<file path="src/rtl/bist_stat_pkg.sv">
package bist_stat_pkg;
  localparam int          FLAG_NUM  = 2;
  localparam int          DONE_IDX  = 0;
  localparam int          FAIL_IDX  = 1;
  localparam int          CODE_W    = 4;
  localparam int          ACT_LSB   = 8;
  localparam logic [3:0]  KEY_ON    = 4'hA;
  localparam logic [3:0]  KEY_RST   = 4'h5;
  localparam logic [3:0]  ACT_RUN   = 4'hA;
  localparam logic [3:0]  ACT_IDLE  = 4'h5;

  typedef struct packed {
    logic [CODE_W-1:0]   act;
    logic [FLAG_NUM-1:0] flags;
  } stat_fields_t;
endpackage

</file>
<file path="src/rtl/bist_key_watch.sv">
module bist_key_watch
  import bist_stat_pkg::*;
(
  input  logic              clk,
  input  logic              por_n,
  input  logic              key_wr,
  input  logic [CODE_W-1:0] key_wdata,
  output logic              key_arm
);
  logic [CODE_W-1:0] key_q;

  // stored key, disabled code after power-on
  always_ff @(posedge clk or negedge por_n) begin
    if (!por_n)      key_q <= KEY_RST;
    else if (key_wr) key_q <= key_wdata;
  end

  // one-cycle arm: a write that moves the key from any other value to the enabled code
  always_comb begin
    key_arm = key_wr && (key_wdata == KEY_ON) && (key_q != KEY_ON);
  end
endmodule

</file>
<file path="src/rtl/bist_flag_cell.sv">
module bist_flag_cell (
  input  logic clk,
  input  logic por_n,
  input  logic set_evt,
  input  logic clr_req,
  output logic flag_q
);
  // sticky bit; a hardware set wins over any clear in the same cycle
  always_ff @(posedge clk or negedge por_n) begin
    if (!por_n)       flag_q <= 1'b0;
    else if (set_evt) flag_q <= 1'b1;
    else if (clr_req) flag_q <= 1'b0;
  end
endmodule

</file>
<file path="src/rtl/bist_run_seq.sv">
module bist_run_seq
  import bist_stat_pkg::*;
#(
  parameter int NUM_CORES = 4,
  parameter int CSEL_W    = 2
) (
  input  logic                 clk,
  input  logic                 por_n,
  input  logic                 csel_wr,
  input  logic [CSEL_W-1:0]    csel_wdata,
  input  logic                 done_q,
  output logic [CODE_W-1:0]    act_code,
  output logic [NUM_CORES-1:0] core_rst
);
  logic [CSEL_W-1:0] sel_q;
  logic [CODE_W-1:0] act_q;
  logic              done_d_q;
  logic              done_rise;
  logic              fire_q;

  // latch the core under test
  always_ff @(posedge clk or negedge por_n) begin
    if (!por_n)       sel_q <= '0;
    else if (csel_wr) sel_q <= csel_wdata;
  end

  // edge detector on the completion flag
  always_ff @(posedge clk or negedge por_n) begin
    if (!por_n) done_d_q <= 1'b0;
    else        done_d_q <= done_q;
  end

  always_comb done_rise = done_q && !done_d_q;

  // registered reset request, high for one cycle
  always_ff @(posedge clk or negedge por_n) begin
    if (!por_n) fire_q <= 1'b0;
    else        fire_q <= done_rise;
  end

  // activity code: a start wins over the idle return
  always_ff @(posedge clk or negedge por_n) begin
    if (!por_n)       act_q <= ACT_IDLE;
    else if (csel_wr) act_q <= ACT_RUN;
    else if (fire_q)  act_q <= ACT_IDLE;
  end

  assign act_code = act_q;

  // decode the latched index into one reset line per core
  for (genvar gi = 0; gi < NUM_CORES; gi++) begin : g_core_rst
    assign core_rst[gi] = fire_q && (sel_q == CSEL_W'(gi));
  end
endmodule

</file>
<file path="src/rtl/bist_status_ctl.sv">
module bist_status_ctl
  import bist_stat_pkg::*;
#(
  parameter int NUM_CORES = 4,
  parameter int DATA_W    = 32,
  localparam int CSEL_W   = (NUM_CORES > 1) ? $clog2(NUM_CORES) : 1
) (
  input  logic                 clk,
  input  logic                 por_n,
  input  logic                 stat_wr,
  input  logic                 bus_priv,
  input  logic [DATA_W-1:0]    bus_wdata,
  output logic [DATA_W-1:0]    stat_rdata,
  input  logic                 key_wr,
  input  logic [CODE_W-1:0]    key_wdata,
  input  logic                 csel_wr,
  input  logic [CSEL_W-1:0]    csel_wdata,
  input  logic                 evt_done,
  input  logic                 evt_fail,
  input  logic                 evt_timeout,
  output logic [NUM_CORES-1:0] core_rst
);
  logic                key_arm;
  logic [FLAG_NUM-1:0] flag_set;
  logic [FLAG_NUM-1:0] flag_clr;
  logic [FLAG_NUM-1:0] flag_q;
  logic                done_q;
  stat_fields_t        fields;
  logic                unused_wdata;

  assign unused_wdata = ^bus_wdata[DATA_W-1:FLAG_NUM];

  bist_key_watch u_key (
    .clk       (clk),
    .por_n     (por_n),
    .key_wr    (key_wr),
    .key_wdata (key_wdata),
    .key_arm   (key_arm)
  );

  // set sources per flag
  always_comb begin
    flag_set           = '0;
    flag_set[DONE_IDX] = evt_done | evt_fail | evt_timeout;
    flag_set[FAIL_IDX] = evt_fail | evt_timeout;
  end

  for (genvar gf = 0; gf < FLAG_NUM; gf++) begin : g_flag
    assign flag_clr[gf] = key_arm | (stat_wr & bus_priv & bus_wdata[gf]);
    bist_flag_cell u_cell (
      .clk     (clk),
      .por_n   (por_n),
      .set_evt (flag_set[gf]),
      .clr_req (flag_clr[gf]),
      .flag_q  (flag_q[gf])
    );
  end

  assign done_q = flag_q[DONE_IDX];

  bist_run_seq #(
    .NUM_CORES (NUM_CORES),
    .CSEL_W    (CSEL_W)
  ) u_seq (
    .clk        (clk),
    .por_n      (por_n),
    .csel_wr    (csel_wr),
    .csel_wdata (csel_wdata),
    .done_q     (done_q),
    .act_code   (fields.act),
    .core_rst   (core_rst)
  );

  assign fields.flags = flag_q;

  // readback: unused bit positions are constant zero
  always_comb begin
    stat_rdata                        = '0;
    stat_rdata[FLAG_NUM-1:0]          = fields.flags;
    stat_rdata[ACT_LSB +: CODE_W]     = fields.act;
  end
endmodule

</file>
<file path="config.mk">
export PLATFORM = sky130hd
export DESIGN_NAME = bist_status_ctl
export DESIGN_NICKNAME = d
export VERILOG_FILES = /design/src/rtl/bist_stat_pkg.sv /design/src/rtl/bist_key_watch.sv /design/src/rtl/bist_flag_cell.sv /design/src/rtl/bist_run_seq.sv /design/src/rtl/bist_status_ctl.sv
export SDC_FILE = /design/constraint.sdc
export NUM_CORES = 1
export LEC_CHECK = 0
export BUFFER_PORTS_ARGS = -buffer_cell sky130_fd_sc_hd__buf_2
export CORE_MARGIN = 1.5
export CORE_UTILIZATION = 33
export DETAILED_ROUTE_END_ITERATION = 6
export GPL_TIMING_DRIVEN = 0
export PLACE_DENSITY = 0.84
export SYNTH_ARGS = -nofsm -noshare
export SYNTH_HDL_FRONTEND = slang
export SYNTH_SLANG_ARGS = --single-unit
</file>
<file path="constraint.sdc">
create_clock -name clk -period 1.33 [get_ports clk]
set_input_delay 0.133 -clock clk [delete_from_list [all_inputs] [get_ports clk]]
set_output_delay 0.133 -clock clk [all_outputs]
set_load 0.05 [all_outputs]
</file>
==> results of run 1 <==
## layer usage
metal	wire, um	global-route usage	share of wire
met1	361	0.0695	0.30
met2	676	0.198	0.55
met3	166	0.0606	0.14
met4	14	0.0231	0.011
met5	0	0	0
## cell type report
type,instances,area (um^2),share of cell area
inverter,1,3.75,0.00362
clock buffer,4,26.3,0.0254
sequential,12,304,0.293
tap,27,33.8,0.0326
timing repair buffer,27,153,0.147
buffer,30,225,0.217
multi-input combinational,52,290,0.280
## registers in the layout, indices dropped and copies added, names as in the netlist
name and count:
g_flag.u_cell.flag_q 2, u_seq.done_d_q 1, u_seq.act_code 2, u_seq.fire_q 1
u_seq.sel_q 2, u_key.key_q 4
## cell families after synthesis
group                  after synthesis  synth area share
buffers and inverters               31             0.318
other                                1           0.00521
AOI/OAI and AO/OA                    3            0.0244
DFF                                 12             0.423
and+or+nand+nor                     17             0.136
muxes                                6            0.0939
## path summary, 6_finish.rpt
check,end,slack [ns],depth (start not counted)
max,stat_rdata[10],0.04,2
min,u_seq.act_code[2]$_DFFE_PN1P_,0.03,2
max reg2reg,g_flag[0].u_cell.flag_q$_DFFE_PN0P_,0.20,3
min reg2reg,u_seq.fire_q$_DFF_PN0_,0.38,1
max in group asynchronous,u_key.key_q[2]$_DFFE_PN1P_,0.79,2
min in group asynchronous,u_seq.sel_q[0]$_DFFE_PN0P_,0.27,2
## cell usage in the layout, fill, tap and decap left out
cell type,synthesis,final
inv_1,1,1
o21ai_1,2,2
and4bb_2,1,1
nor2b_1,1,1
a21o_1,1,1
and3_1,1,1
clkbuf_4,0,3
dfstp_2,3,3
buf_6,0,2
clkbuf_1,0,1
buf_2,0,24
buf_4,30,30
nand3_1,2,2
mux2_2,6,6
nand4b_1,1,1
dfrtp_1,9,9
nor3_1,2,1
nand2_1,3,3
dlygate4sd3_1,0,1
nor2_1,4,4
nor3b_2,0,1
conb_1,1,26
nor3_2,1,2
## timing repair
item                                    CTS  global route
resized for setup                         2             2
endpoints found under the setup margin    2             2
hold endpoints to repair                 12             0
hold buffers                              1             0
pin swaps                                 0             1
## worst max-delay path: cells and delay by family, from the launching register on
kind / cells / cell delay, ns
buffers and inverters: 2 / 0.34
DFF: 1 / 0.55
## stage by stage
stage | power (mW) | utilization | area [um^2] | setup WS (ns)
floorplan | 0.680 | - | 823 | 0.0866
global placement | 0.722 | 0.493 | 987 | 0.208
detailed placement | 0.729 | 0.493 | 987 | 0.192
CTS | 0.954 | 0.514 | 1030 | 0.0224
global route | 0.991 | 0.518 | 1040 | 0.000672
finish | 0.944 | 0.518 | 1040 | 0.0438
## synth_stat cells
cell and count:
and4bb_2 1, nor3b_1 1, o21ai_1 2, buf_4 30
dfstp_2 3, and3_1 1, nor2_1 4, mux2_2 6
dfrtp_1 9, nand2_1 3, nand3_1 2, nor2b_1 1
inv_1 1, a21o_1 1, conb_1 1, nor3_1 2
nor3_2 1, nand4b_1 1
## power groups by stage
stage          combinational [mW]  sequential (mW)  clock (mW)
2_1_floorplan               0.266            0.414           0
3_3_place_gp                0.310            0.412           0
3_5_place_dp                0.314            0.415           0
4_1_cts                     0.316            0.408       0.230
5_1_grt                     0.334            0.411       0.246
6_report                    0.319            0.408       0.218
==> flow_metrics.tcl, run 1 <==
set metrics [dict create \
    ctsRootBufferMaster "clkbuf_4" \
    synth_area_leaders "buf_4 31%, dfrtp_1 31%, dfstp_2 11%, mux2_2 9.4%, nor2_1 2.1%" \
    dr_total_vias 559 \
    post_cts.repair.setup_buffers 0 \
    outcome "finished clean" \
    cellLeakagePower_nw 0.566 \
    r2r_start "u_key.key_q[2]$_DFFE_PN1P_" \
    wl_per_cell_um 7.97 \
    power_density_nw_per_um2 911 \
    place_congestion 0.630 \
    cp-start-kind "register" \
    cts_tree "built" \
    cp_slowest_cell "dfstp_2" \
    clockBufferDepth 2 \
    hpwl_mm 1.08 \
    grt_start_max_net_pins 13 \
    min_period_over_period 0.967 \
    antenna_found_initial 0 \
    start_util 0.359 \
    worstPathRequired_ns 1.20 \
    rsz0062_at_grt "false" \
    die_x_um 49.7 \
    path_max_fanout 3 \
    min_path_type "in2reg" \
    startpoint "u_seq.act_code[2]$_DFFE_PN1P_" \
    end_kind "output pin" \
    path_clk_slew_ns 0.07 \
    cts_buffers 3 \
    ys_ff_latch 12 \
    pwr-share-comb 0.338 \
    finalWirelength_mm 1.22 \
    clkSinkCount 12 \
    grt.total_usage 0.0964 \
    p_clk_frac 0.231 \
    final_cells 153 \
    numPortBuffers 26 \
    grt_pass1_wl_mm 1.74 \
    crit_type "reg2out" \
    synth_top_area_cell "buf_4" \
    finalHoldViolCount 0 \
    cp_cell_sequence "buf_4 > buf_2" \
    arrival_ns 1.15 \
    fmaxAchievable_mhz 778 \
    tns_ns 0 \
    viasPerCell 3.65 \
    synth_area_um2 719 \
    grt_pass1_vias 469 \
    grt.overflow.total 0 \
    clkLatencyLatePin_ns 0.26 \
    drive_gt1_frac 0.571 \
    syn_to_final_growth_pct 44.0 \
    fp.coreArea_um2 2000 \
    remaining_drc_errors 0 \
    ys_warn_count 0 \
    max-cap-violations 0 \
    cp_slowest_stage_delay_ns 0.55 \
    rows 16 \
    p_switching_mw 0.334 \
    pwr-share-seq 0.432 \
    die_area_um2 2470 \
    diodes 0 \
    fillers 191 \
    firstDrtPassIters 4 \
    hp-start "csel_wr" \
    swShare 0.354 \
    slew_viol_final 0 \
    die_h_um 49.7 \
    antenna_left 0 \
    fin_crit_ns 1.29 \
    layout.nets 174 \
    io_pins 83 \
    setup_viol 0 \
    seq_area_frac_synth 0.423 \
    fin_hold_ws_ns 0.0346 \
    syn_inst 70 \
    avgSynthCellArea_um2 10.3 \
    dp_cells 148 \
    htree_levels 1 \
    ir_drop_uv 494 \
    p_int_mw 0.609 \
    clock_skew_ns 0.00622 \
    yosysTopAreaCellShare 0.313 \
    ys_types 18 \
    drt-initial-drc-count 3 \
]
(Power assumes the default switching activity.)
==> run 2, diff against run 1 <==
- GPL_TIMING_DRIVEN: 0 -> default
- PLACE_DENSITY: 0.84 -> 0.83
- SYNTH_HIERARCHICAL: default -> 1
==> run 2 against run 1 <==
Net effect:
- the run now ends with negative setup slack left
- via count down 16%
- routed wire length decreased by 4.3%
- register-to-register slack got worse by 0.22 ns
- clock power grew 31%
- sequential share of layout area up 6.4 points
- core utilization is 9.9 points lower
- count of clock-buffer cells in the layout unchanged
- critical path type is now reg2reg
- largest cell class is now multi-input gates
==> flow_metrics.tcl, run 2 <==
set metrics [dict create \
    r2r_cells 5 \
    seq_area_frac_synth 0.410 \
    remaining_drc_errors 0 \
    hpwl_um 944 \
    synth_top_family_by_area "buffers and inverters" \
    slew_viol_final 0 \
    synth.area.mux_share 0.101 \
    ys_warn_count 6 \
    place_congestion 0.724 \
    wl_met3_um 81 \
    min_path_cells 2 \
    grt_pass1_wl_mm 1.84 \
    wl_met1_um 426 \
    clkSinkCount 12 \
    finalHoldViolCount 0 \
    pre_cts_ws_ns -0.00376 \
    yosysTopAreaCellShare 0.304 \
    post_cts.repair.setup_buffers 0 \
    ir_drop_uv 433 \
    arrival_ns 1.51 \
    synth_area_um2 741 \
    setup_viol 2 \
    hp-start "csel_wr" \
    r2r_start "u_key/key_q[2]$_DFFE_PN1P_" \
    grt_start_max_net_pins 13 \
    cellLeakagePower_nw 0.419 \
    dr_total_vias 472 \
    ys_types 21 \
    worstPathRequired_ns 1.49 \
    cts_tree "built" \
    synthAdderAreaFrac 0 \
    die_area_um2 2540 \
    grt_pass1_vias 414 \
    synth_compound_area_frac 0.0541 \
    netlist_top_cells_count "29 x buf_4, 9 x dfrtp_1, 4 x mux2_2" \
    grt.total_usage 0.0972 \
    fin_crit_ns 1.35 \
    die_x_um 50.4 \
    numPortBuffers 26 \
    crit_type "reg2reg" \
    wl_per_cell_um 9.50 \
    cp-start-kind "register" \
    syn_inst 69 \
    avgSynthCellArea_um2 10.7 \
    htree_levels 1 \
    max-cap-violations 0 \
    min_period_over_period 1.01 \
    drt-initial-drc-count 1 \
    antenna_left 0 \
    synth_area_leaders "dfrtp_1 30%, buf_4 29%, dfstp_2 11%, mux2_2 6.1%, mux2_4 4.1%" \
    synth_xor_area_frac 0 \
    synthSimpleGateAreaFrac 0.120 \
    synth-edff-count 0 \
    rrSetupSlack_ns -0.02 \
    layout_common_cells "26 x conb_1, 23 x buf_2, 8 x dfrtp_1, 4 x clkbuf_4, 4 x mux2_2" \
    ys.flop_type "dfrtp_1" \
    path_max_fanout 2 \
    rsz0062_at_grt "true" \
    finalPower_mw 0.957 \
    path_clk_slew_ns 0.08 \
    synth_top_area_cell "dfrtp_1" \
    mostFrequentLayoutCell "conb_1" \
    io_pins 83 \
    ctsRootBufferMaster "clkbuf_4" \
    layout.nets 144 \
    antenna_found_initial 0 \
    design_area_um2 855 \
    finalWirelength_mm 1.17 \
    grt.overflow.total 0 \
    diodes 0 \
    clkLatencyLatePin_ns 0.27 \
    outcome "finished with violations" \
    die_h_um 50.4 \
    yosysMostFrequentCell "buf_4" \
    drive_gt1_frac 0.510 \
    hold-path-endpoint "u_seq/act_code[2]$_DFFE_PN1P_" \
    dpl_cell_area_um2 786 \
    synth-async-reset-ratio 1.00 \
    fmaxAchievable_mhz 741 \
    wl_met2_um 659 \
    setup_ws_ns -0.0188 \
    clock_skew_ns 0.00421 \
    r2r_end "g_flag[1].u_cell/flag_q$_DFFE_PN0P_" \
    ys_ff_latch 12 \
    largest_reg_flops 4 \
    violations "negative setup slack" \
    regMostFlops "u_key/key_q" \
    power_density_nw_per_um2 1120 \
    clockBufferDepth 2 \
    fp.coreArea_um2 2040 \
    maxUsedRoutingLayer "met3" \
    cts_buffers 3 \
    viasPerCell 3.84 \
    end_kind "register" \
    rows 16 \
    min_path_type "in2reg" \
    syn_to_final_growth_pct 15.4 \
    firstDrtPassIters 3 \
    start_util 0.363 \
]
-- run 2: power by group --
| group | switching (mW) | total, mW | leakage [nW] | internal, mW |
|---|---|---|---|---|
| sequential | 0.0165 | 0.408 | 0.127 | 0.392 |
| combinational | 0.209 | 0.263 | 0.272 | 0.0535 |
| clock | 0.119 | 0.285 | 0.0210 | 0.166 |
| total | 0.345 | 0.957 | 0.419 | 0.611 |
-- run 2: kinds of logic after synthesis --
logic type / count (synthesis)
buf+inv: 32
mux: 6
flops: 12
simple gates: 13
other cells: 1
compound gates: 5
-- run 2: metrics by stage --
step	hold WS [ns]	instances	util	setup TNS, ns
global placement	0.0218	118	0.385	0
CTS	0.0501	123	0.407	-0.0175
floorplan	-0.163	94	-	0
global route	0.0458	123	0.419	-0.156
detailed placement	0.0273	118	0.385	-0.00641
finish	0.0573	123	0.419	-0.0364
-- run 2: layout make-up --
cell class / count / area (um^2)
Tap cell: 27 / 33.8
Fill cell: 220 / 1190
Multi-Input combinational cell: 50 / 313
Clock buffer: 4 / 36.3
Timing Repair Buffer: 27 / 155
Inverter: 3 / 11.3
Sequential cell: 12 / 305
-- run 2: worst max-delay path by stage --
| stage | to | start | cells past startpoint |
|---|---|---|---|
| global placement | g_flag[0].u_cell/flag_q$_DFFE_PN0P_ | u_key/key_q[2]$_DFFE_PN1P_ | 5 |
| global route | g_flag[1].u_cell/flag_q$_DFFE_PN0P_ | u_key/key_q[2]$_DFFE_PN1P_ | 5 |
| CTS | g_flag[1].u_cell/flag_q$_DFFE_PN0P_ | u_key/key_q[2]$_DFFE_PN1P_ | 5 |
| detailed placement | g_flag[0].u_cell/flag_q$_DFFE_PN0P_ | u_key/key_q[2]$_DFFE_PN1P_ | 5 |
| floorplan | g_flag[1].u_cell/flag_q$_DFFE_PN0P_ | u_key/key_q[2]$_DFFE_PN1P_ | 5 |
| finish | g_flag[1].u_cell/flag_q$_DFFE_PN0P_ | u_key/key_q[2]$_DFFE_PN1P_ | 5 |
-- run 2: critical path, cell delays in order, from the launching register on --
cell and delay, ns:
dfstp_2 0.53, and4bb_2 0.26, nor3_4 0.15, a31o_2 0.14
inv_2 0.03, a21o_1 0.14
-- run 2: layer usage --
metal  vias to the layer above  global-route usage
li1                        225                   -
met1                       223               0.112
met2                        24               0.162
met3                         0              0.0268
met4                         0              0.0541
met5                         -                   0
-- run 2: what timing repair did --
item                                   CTS  global route
resized for setup                        1            10
pin swaps                                0             1
setup endpoints to repair                2             6
hold buffers                             1             0
endpoints found under the hold margin   12             0
==> run 3, diff against run 2 <==
- PLACE_DENSITY: 0.83 -> 0.89
- TNS_END_PERCENT: default -> 30
==> run 3 against run 2 <==
Net effect:
- the flow now finishes without violations
- sequential share of layout area up 0.42 points
- clock power down 21%
- die area unchanged
- routed wire length down 0.60%
- combinational power about the same
- register-to-register slack better by 0.03 ns
- count of clock-buffer cells in the layout unchanged
- via count up 1.5%
- global-route usage down 0.11 points
- largest cell class unchanged
- largest power group unchanged
- highest routed layer unchanged
==> flow_metrics.tcl, run 3 (synthesized netlist as in run 2, its figures left out) <==
set metrics [dict create \
    outcome "finished clean" \
    p_switching_mw 0.335 \
    fin_crit_ns 1.32 \
    viasPerCell 3.89 \
    clkLatencyLatePin_ns 0.26 \
    swShare 0.374 \
    die_x_um 50.4 \
    wl_per_cell_um 9.44 \
    end_kind "register" \
    finalHoldViolCount 0 \
    regMostFlops "u_key/key_q" \
    hpwl_um 963 \
    clock_skew_ns 0.00582 \
    final_cells 123 \
    drt-initial-drc-count 3 \
    p_int_mw 0.561 \
    setup_viol 0 \
    drive_gt1_frac 0.490 \
    htree_levels 1 \
    grt.total_usage 0.0961 \
    syn_to_final_growth_pct 14.0 \
    antenna_left 0 \
    path_max_fanout 2 \
    start_util 0.363 \
    numPortBuffers 26 \
    io_pins 83 \
    path_clk_slew_ns 0.07 \
    rows 16 \
    diodes 0 \
    grt_pass1_vias 428 \
    layout.nets 144 \
    setup_ws_ns 0.0125 \
    layout_common_cells "26 x conb_1, 23 x buf_2, 8 x dfrtp_1, 4 x clkbuf_4, 4 x mux2_2" \
    p_clk_frac 0.251 \
    grt_pass1_wl_mm 1.78 \
    tns_ns 0 \
    fp.coreArea_um2 2040 \
    ir_drop_uv 399 \
    fin_hold_ws_ns 0.0549 \
    remaining_drc_errors 0 \
    grt.overflow.total 0 \
    place_congestion 0.688 \
    grt_start_max_net_pins 13 \
    clkSinkCount 12 \
    finalWirelength_mm 1.16 \
    min_period_over_period 0.991 \
    dr_total_vias 479 \
    max-cap-violations 0 \
    worstPathRequired_ns 1.48 \
    post-route-util 0.414 \
    slew_viol_final 0 \
    finalPower_mw 0.896 \
    clockBufferDepth 2 \
    min_path_type "in2reg" \
    post_cts.repair.setup_buffers 0 \
    dp_cells 118 \
    cts_buffers 3 \
    cellLeakagePower_nw 0.414 \
    power_density_nw_per_um2 1060 \
    pwr-share-seq 0.457 \
    rsz0062_at_grt "true" \
    ctsRootBufferMaster "clkbuf_4" \
    die_area_um2 2540 \
    pre_cts_ws_ns 0.00891 \
    firstDrtPassIters 3 \
    crit_type "reg2reg" \
    dpl_cell_area_um2 786 \
    die_h_um 50.4 \
    cp-start-kind "register" \
    design_area_um2 845 \
    mostFrequentLayoutCell "conb_1" \
    arrival_ns 1.47 \
    cts_tree "built" \
    fmaxAchievable_mhz 759 \
    antenna_found_initial 0 \
    pwr-share-comb 0.293 \
    largest_reg_flops 4 \
]
-- run 3: changes by cell type in the layout (fill, tap and decap cells not counted) --
cell and delta:
clkbuf_8 -1, clkbuf_1 +1, inv_1 +1, inv_2 -1
-- run 3: final timing paths --
kind / start / to / slack (ns) / depth (start not counted)
setup / recovery: u_key/key_q[2]$_DFFE_PN1P_ / g_flag[0].u_cell/flag_q$_DFFE_PN0P_ / 0.01 / 5
hold / removal: csel_wr / u_seq/act_code[2]$_DFFE_PN1P_ / 0.05 / 2
setup reg to reg: u_key/key_q[2]$_DFFE_PN1P_ / g_flag[0].u_cell/flag_q$_DFFE_PN0P_ / 0.01 / 5
hold reg to reg: u_seq/done_d_q$_DFF_PN0_ / u_seq/fire_q$_DFF_PN0_ / 0.39 / 1
max in group asynchronous: por_n / u_key/key_q[0]$_DFFE_PN1P_ / 0.79 / 2
min in group asynchronous: por_n / u_seq/sel_q[0]$_DFFE_PN0P_ / 0.27 / 2
-- run 3: layer usage --
metal | up-vias | track usage | routed length, um
li1 | 226 | - | -
met1 | 228 | 0.103 | 425
met2 | 25 | 0.171 | 645
met3 | 0 | 0.0357 | 91
met4 | 0 | 0.0360 | 0
met5 | - | 0 | 0
-- run 3: final cells by class --
type | instances | area (um^2)
Multi-Input combinational cell | 50 | 313
Tap cell | 27 | 33.8
Sequential cell | 12 | 305
Timing Repair Buffer | 27 | 155
Clock buffer | 4 | 26.3
Fill cell | 212 | 1200
Inverter | 3 | 11.3
-- run 3: worst max-delay path: stages, from the launching register on --
cell and delay (ns):
dfstp_2 0.53, and4bb_2 0.25, nor3_4 0.13, a31o_2 0.13, inv_1 0.03, a21o_1 0.14
-- run 3: power groups by stage --
stage / logic, mW / clock network [mW] / registers (mW)
3_5_place_dp: 0.257 / 0 / 0.416
6_report: 0.262 / 0.225 / 0.409
5_1_grt: 0.277 / 0.257 / 0.413
4_1_cts: 0.259 / 0.235 / 0.409
2_1_floorplan: 0.268 / 0 / 0.417
3_3_place_gp: 0.253 / 0 / 0.413
-- run 3: what timing repair did --
action | in CTS | in global routing
gates resized for setup | 0 | 10
endpoints found under the hold margin | 12 | 0
pin swaps | 0 | 1
setup endpoints to repair | 1 | 6
gates cloned | 0 | 0
hold buffers | 1 | 0
